### src/rtl/sram_page_guard_pkg.sv
package sram_page_guard_pkg;

    // Response state: which answer is presented on the bus this cycle
    typedef enum logic [1:0] {
        RSP_IDLE = 2'd0,
        RSP_OK   = 2'd1,
        RSP_ERR  = 2'd2
    } rsp_state_e;

endpackage

### src/rtl/spg_prot_regs.sv
// Set-only protect words; only reset clears them.
module spg_prot_regs #(
    parameter int NUM_PAGES = 64,
    parameter int REG_W     = 32,
    localparam int NUM_REGS = NUM_PAGES / REG_W,
    localparam int SEL_W    = (NUM_REGS > 1) ? $clog2(NUM_REGS) : 1
) (
    input  logic                 clk,
    input  logic                 rst_n,
    input  logic                 cfg_we,
    input  logic [SEL_W-1:0]     cfg_sel,
    input  logic [REG_W-1:0]     cfg_wdata,
    output logic [REG_W-1:0]     cfg_rdata,
    output logic [NUM_PAGES-1:0] prot_bits
);

    logic [REG_W-1:0] bank_q [NUM_REGS];

    for (genvar g = 0; g < NUM_REGS; g++) begin : g_bank
        logic hit;
        assign hit = cfg_we && (cfg_sel == SEL_W'(g));

        always_ff @(posedge clk or negedge rst_n) begin
            if (!rst_n) begin
                bank_q[g] <= '0;
            end else if (hit) begin
                bank_q[g] <= bank_q[g] | cfg_wdata;
            end
        end

        assign prot_bits[g*REG_W +: REG_W] = bank_q[g];
    end

    assign cfg_rdata = bank_q[cfg_sel];

endmodule

### src/rtl/spg_page_decode.sv
// Address to page index and protect lookup.
module spg_page_decode #(
    parameter int ADDR_W    = 16,
    parameter int PAGE_LOG2 = 10,
    localparam int PAGE_W    = ADDR_W - PAGE_LOG2,
    localparam int NUM_PAGES = 1 << PAGE_W
) (
    input  logic [ADDR_W-1:0]    addr,
    input  logic [NUM_PAGES-1:0] prot_bits,
    output logic                 page_prot
);

    logic [PAGE_W-1:0] page_idx;

    assign page_idx  = addr[ADDR_W-1:PAGE_LOG2];
    assign page_prot = prot_bits[page_idx];

endmodule

### src/rtl/spg_rsp_fsm.sv
// One-cycle response sequencer.
module spg_rsp_fsm
    import sram_page_guard_pkg::*;
(
    input  logic clk,
    input  logic rst_n,
    input  logic accept,
    input  logic blocked,
    output logic rsp_valid,
    output logic rsp_err
);

    rsp_state_e state_q, state_d;

    always_comb begin
        state_d = RSP_IDLE;
        unique case (1'b1)
            accept && blocked:  state_d = RSP_ERR;
            accept && !blocked: state_d = RSP_OK;
            default:            state_d = RSP_IDLE;
        endcase
    end

    always_ff @(posedge clk or negedge rst_n) begin
        if (!rst_n) begin
            state_q <= RSP_IDLE;
        end else begin
            state_q <= state_d;
        end
    end

    always_comb begin
        rsp_valid = 1'b0;
        rsp_err   = 1'b0;
        unique case (state_q)
            RSP_IDLE: begin
                rsp_valid = 1'b0;
                rsp_err   = 1'b0;
            end
            RSP_OK: begin
                rsp_valid = 1'b1;
                rsp_err   = 1'b0;
            end
            RSP_ERR: begin
                rsp_valid = 1'b1;
                rsp_err   = 1'b1;
            end
            default: begin
                rsp_valid = 1'b0;
                rsp_err   = 1'b0;
            end
        endcase
    end

endmodule

### src/rtl/sram_page_guard.sv
module sram_page_guard #(
    parameter int ADDR_W    = 16,
    parameter int PAGE_LOG2 = 10,
    parameter int DATA_W    = 32,
    parameter int REG_W     = 32,
    localparam int NUM_PAGES = 1 << (ADDR_W - PAGE_LOG2),
    localparam int NUM_REGS  = NUM_PAGES / REG_W,
    localparam int SEL_W     = (NUM_REGS > 1) ? $clog2(NUM_REGS) : 1
) (
    input  logic              clk,
    input  logic              rst_n,
    input  logic              cfg_we,
    input  logic [SEL_W-1:0]  cfg_sel,
    input  logic [REG_W-1:0]  cfg_wdata,
    output logic [REG_W-1:0]  cfg_rdata,
    input  logic              req_valid,
    input  logic              req_write,
    input  logic [ADDR_W-1:0] req_addr,
    input  logic [DATA_W-1:0] req_wdata,
    output logic              req_ready,
    input  logic              erase_valid,
    input  logic [ADDR_W-1:0] erase_addr,
    output logic              mem_en,
    output logic              mem_we,
    output logic [ADDR_W-1:0] mem_addr,
    output logic [DATA_W-1:0] mem_wdata,
    output logic              rsp_valid,
    output logic              rsp_err
);

    logic [NUM_PAGES-1:0] prot_bits;
    logic                 page_prot;
    logic                 accept;
    logic                 blocked;

    spg_prot_regs #(
        .NUM_PAGES (NUM_PAGES),
        .REG_W     (REG_W)
    ) u_regs (
        .clk       (clk),
        .rst_n     (rst_n),
        .cfg_we    (cfg_we),
        .cfg_sel   (cfg_sel),
        .cfg_wdata (cfg_wdata),
        .cfg_rdata (cfg_rdata),
        .prot_bits (prot_bits)
    );

    spg_page_decode #(
        .ADDR_W    (ADDR_W),
        .PAGE_LOG2 (PAGE_LOG2)
    ) u_dec (
        .addr      (req_addr),
        .prot_bits (prot_bits),
        .page_prot (page_prot)
    );

    assign req_ready = !erase_valid;
    assign accept    = req_valid && req_ready;
    assign blocked   = accept && req_write && page_prot;

    // Erase has the memory port; otherwise forward unblocked requests
    always_comb begin
        if (erase_valid) begin
            mem_en    = 1'b1;
            mem_we    = 1'b1;
            mem_addr  = erase_addr;
            mem_wdata = '0;
        end else begin
            mem_en    = accept && !blocked;
            mem_we    = req_write;
            mem_addr  = req_addr;
            mem_wdata = req_wdata;
        end
    end

    spg_rsp_fsm u_rsp (
        .clk       (clk),
        .rst_n     (rst_n),
        .accept    (accept),
        .blocked   (blocked),
        .rsp_valid (rsp_valid),
        .rsp_err   (rsp_err)
    );

endmodule

### config.mk
export PLATFORM = sky130hd
export DESIGN_NAME = sram_page_guard
export DESIGN_NICKNAME = d
export VERILOG_FILES = /design/src/rtl/sram_page_guard_pkg.sv /design/src/rtl/spg_prot_regs.sv /design/src/rtl/spg_page_decode.sv /design/src/rtl/spg_rsp_fsm.sv /design/src/rtl/sram_page_guard.sv
export SDC_FILE = /design/constraint.sdc
export NUM_CORES = 1
export LEC_CHECK = 0
export BUFFER_PORTS_ARGS = -buffer_cell sky130_fd_sc_hd__clkbuf_2
export CAP_MARGIN = 20
export CORE_MARGIN = 2
export CORE_UTILIZATION = 29
export DETAILED_ROUTE_END_ITERATION = 6
export REMOVE_ABC_BUFFERS = 1
export SLEW_MARGIN = 20
export SYNTH_ARGS = -nofsm -noshare
export SYNTH_HDL_FRONTEND = slang
export SYNTH_SLANG_ARGS = --single-unit
### constraint.sdc
create_clock -name clk -period 2.5 [get_ports clk]
set_input_delay 0.25 -clock clk [delete_from_list [all_inputs] [get_ports clk]]
set_output_delay 0.25 -clock clk [all_outputs]
set_load 0.01 [all_outputs]
==> flow_summary.json <==
{
  "overflow": 0,
  "rrSetupSlack_ns": 0.74,
  "dp_hpwl_microns": 8634,
  "worstSetupStartpointType": "register",
  "worstPathBufferInverterCount": 1,
  "path_delay_family": "multiplexers",
  "final_area_sq_um": 5054,
  "route.detailed.drc": 0,
  "comb_power_share": 0.129,
  "postCtsSetupRepairBufs": 0,
  "clock_latency_ns": 0.33,
  "drive_gt1_frac": 0.5814,
  "finalCritPeriodShare": 0.9444,
  "reg2reg_depth": 5,
  "grt_pass1_wl_microns": 16500,
  "crit_fanout": 3,
  "status": "finished, final reports clean",
  "cap_violations": 0,
  "power_uw": 2760,
  "nNetsFinal": 572,
  "rows": 40,
  "p_sw_uw": 650.2,
  "layout_commonest_cell": "clkbuf_2",
  "cpPeakStageDelay_ns": 0.49,
  "drt_wl_total_microns": 11110,
  "die_w_microns": 115.8,
  "port_buffers": 187,
  "slew_headroom": 0.4122,
  "grt_max_degree": 67,
  "syn2layout_area_growth_pct": 39.47,
  "path_clk_slew_ns": 0.05,
  "gp_congestion": 0.7244,
  "cp_cell_sequence": "mux4_1, mux2i_1, a22oi_1, a22oi_2, a21o_1, clkbuf_2",
  "min_period_ns": 2.361,
  "yosys.cell_types.count": 23,
  "drtPass1Iterations": 4,
  "finalSetupViolations": 0,
  "required_ns": 2.25,
  "p_leak_uw": 0.002198,
  "setup_tns_ns": 0,
  "cp.arrival_ns": 2.11,
  "synth_seq_cells": 66,
  "synth_area_sq_um": 3623,
  "r2r-start": "u_regs.prot_bits[12]",
  "dieArea_sq_um": 13410,
  "maxSlewViolCount": 0,
  "p_clk_frac": 0.481,
  "first_global_vias": 3077,
  "gr-usage-all-layers": 0.1634,
  "critPathKind": "register to output port",
  "h-tree-depth": 3,
  "hp-class": "primary input to asynchronous set/reset pin",
  "skew_ns": 0.005553,
  "cts_root_buffer": "clkbuf_16",
  "synth_seq_area_share": 0.4558,
  "start_util": 0.2992,
  "vias_per_cell": 4.729,
  "wl_per_cell_microns": 17.30,
  "switching_share": 0.2356,
  "rsz0062_at_grt": "no",
  "reg2reg_to": "u_rsp.state_q[0]",
  "pwr-share-seq": 0.390,
  "p_per_area_nw_per_um2": 546.1,
  "cts_tree": "yes",
  "end_kind": "output port",
  "worst_slew_pin_slew_ns": 0.8817,
  "slowest_stage": "mux4_1",
  "vias": 3036,
  "fp.coreArea_sq_um": 12110,
  "fmax_mhz": 423.6,
  "die_h_microns": 115.8,
  "clk_path_buf_depth": 2,
  "fill_cells": 1189,
  "drt.antenna.violating_nets": 0,
  "antenna_found_initial": 1,
  "io_pins": 188,
  "syn_inst": 286,
  "cts_buffers": 9,
  "final-hold-violation-count": 0,
  "p_int_uw": 2109,
  "post_cts_resized": 0,
  "drt_iter0_markers": 105,
  "hold_buffers": 0,
  "placed_area_sq_um": 4732,
  "final_cell_mix": "clkbuf_2, dfrtp_1, a21o_1",
  "avgSynthCellArea_sq_um": 12.67,
  "yosysWarnings": 0,
  "ir_drop_mv": 0.3091,
  "cts_sinks": 66
}
## metrics by stage
step                        util  instances  setup WS, ns  hold WS [ns]
after global routing      0.4170        641       0.03453        0.1386
after CTS                 0.4170        641        0.1078        0.1337
after floorplan                -        263        0.7633      -0.04559
final                     0.4173        642        0.1391        0.1181
after global placement    0.3907        625        0.2268        0.4567
after detailed placement  0.3907        625        0.1836        0.4611
## per-layer routing
| metal | GRT usage | part of all wire |
|---|---|---|
| met1 | 0.1961 | 0.40 |
| met2 | 0.2955 | 0.52 |
| met3 | 0.04655 | 0.076 |
| met4 | 0.02857 | 0.0050 |
| met5 | 0 | 0 |
## final cells by class
class | count | area, sq um | share of cell area
repair buffers | 194 | 1013 | 0.2005
diodes | 1 | 2.502 | 0.0004952
clock buffers | 9 | 225.2 | 0.04457
inverters | 3 | 11.26 | 0.002228
flip-flops and latches | 66 | 1652 | 0.3268
well taps | 168 | 210.2 | 0.04159
clock inverters | 7 | 93.84 | 0.01857
multi-input cells | 194 | 1846 | 0.3652
## cell usage after synthesis
master / instances / area share
ha_1: 1 / 0.0035
a22oi_1: 2 / 0.0041
mux4_2: 11 / 0.068
a21o_1: 65 / 0.13
and2_1: 2 / 0.0035
mux4_1: 1 / 0.0073
buf_2: 1 / 0.0014
dfrtp_1: 66 / 0.46
or2_2: 1 / 0.0017
nand2b_1: 1 / 0.0017
nor2b_1: 35 / 0.060
a22oi_2: 1 / 0.0035
nor3b_2: 1 / 0.0035
buf_8: 2 / 0.0083
a221oi_2: 2 / 0.0083
and3_1: 1 / 0.0017
mux2_2: 48 / 0.15
buf_6: 1 / 0.0031
inv_1: 3 / 0.0031
mux2i_1: 20 / 0.055
clkbuf_1: 19 / 0.020
nor2_1: 1 / 0.0010
nand2_1: 1 / 0.0010
## flip-flops by register name, indices dropped and copies added (netlist names)
name and flops:
u_regs.prot_bits 64, u_rsp.state_q 2
## power by group through the flow
stage / registers [uW] / logic (uW) / clock network [uW]
after global routing: 1080 / 392 / 1400
after CTS: 1080 / 363 / 1350
final: 1080 / 357 / 1330
after floorplan: 1090 / 125 / 0
after detailed placement: 1100 / 363 / 0
after global placement: 1100 / 357 / 0
## worst register-to-register path, stage by stage (launching register included)
cell and delay (ns):
dfrtp_1 0.40, mux4_1 0.49, mux2i_1 0.17, a22oi_1 0.13
a22oi_2 0.32, and3_1 0.20
## worst max-delay path by stage
stage / from / endpoint / cells after the start
final: u_regs.prot_bits[12] / mem_en / 6
after global routing: u_regs.prot_bits[31] / mem_en / 6
after CTS: u_regs.prot_bits[12] / mem_en / 6
after detailed placement: req_addr[10] / mem_en / 8
after global placement: req_addr[10] / mem_en / 8
after floorplan: u_regs.prot_bits[13] / mem_en / 5
## cell families (layout without fill, tap and decap cells)
logic type / after synthesis / in the layout / synth area share
DFF: 66 / 66 / 0.4558
buffers and inverters: 26 / 213 / 0.03557
adders and majority gates: 1 / 1 / 0.003452
muxes: 80 / 80 / 0.2800
and+or+nand+nor: 43 / 43 / 0.07459
AOI/OAI and AO/OA: 70 / 70 / 0.1506
other: 0 / 1 / 0
Power figures use the tool's default switching activity.
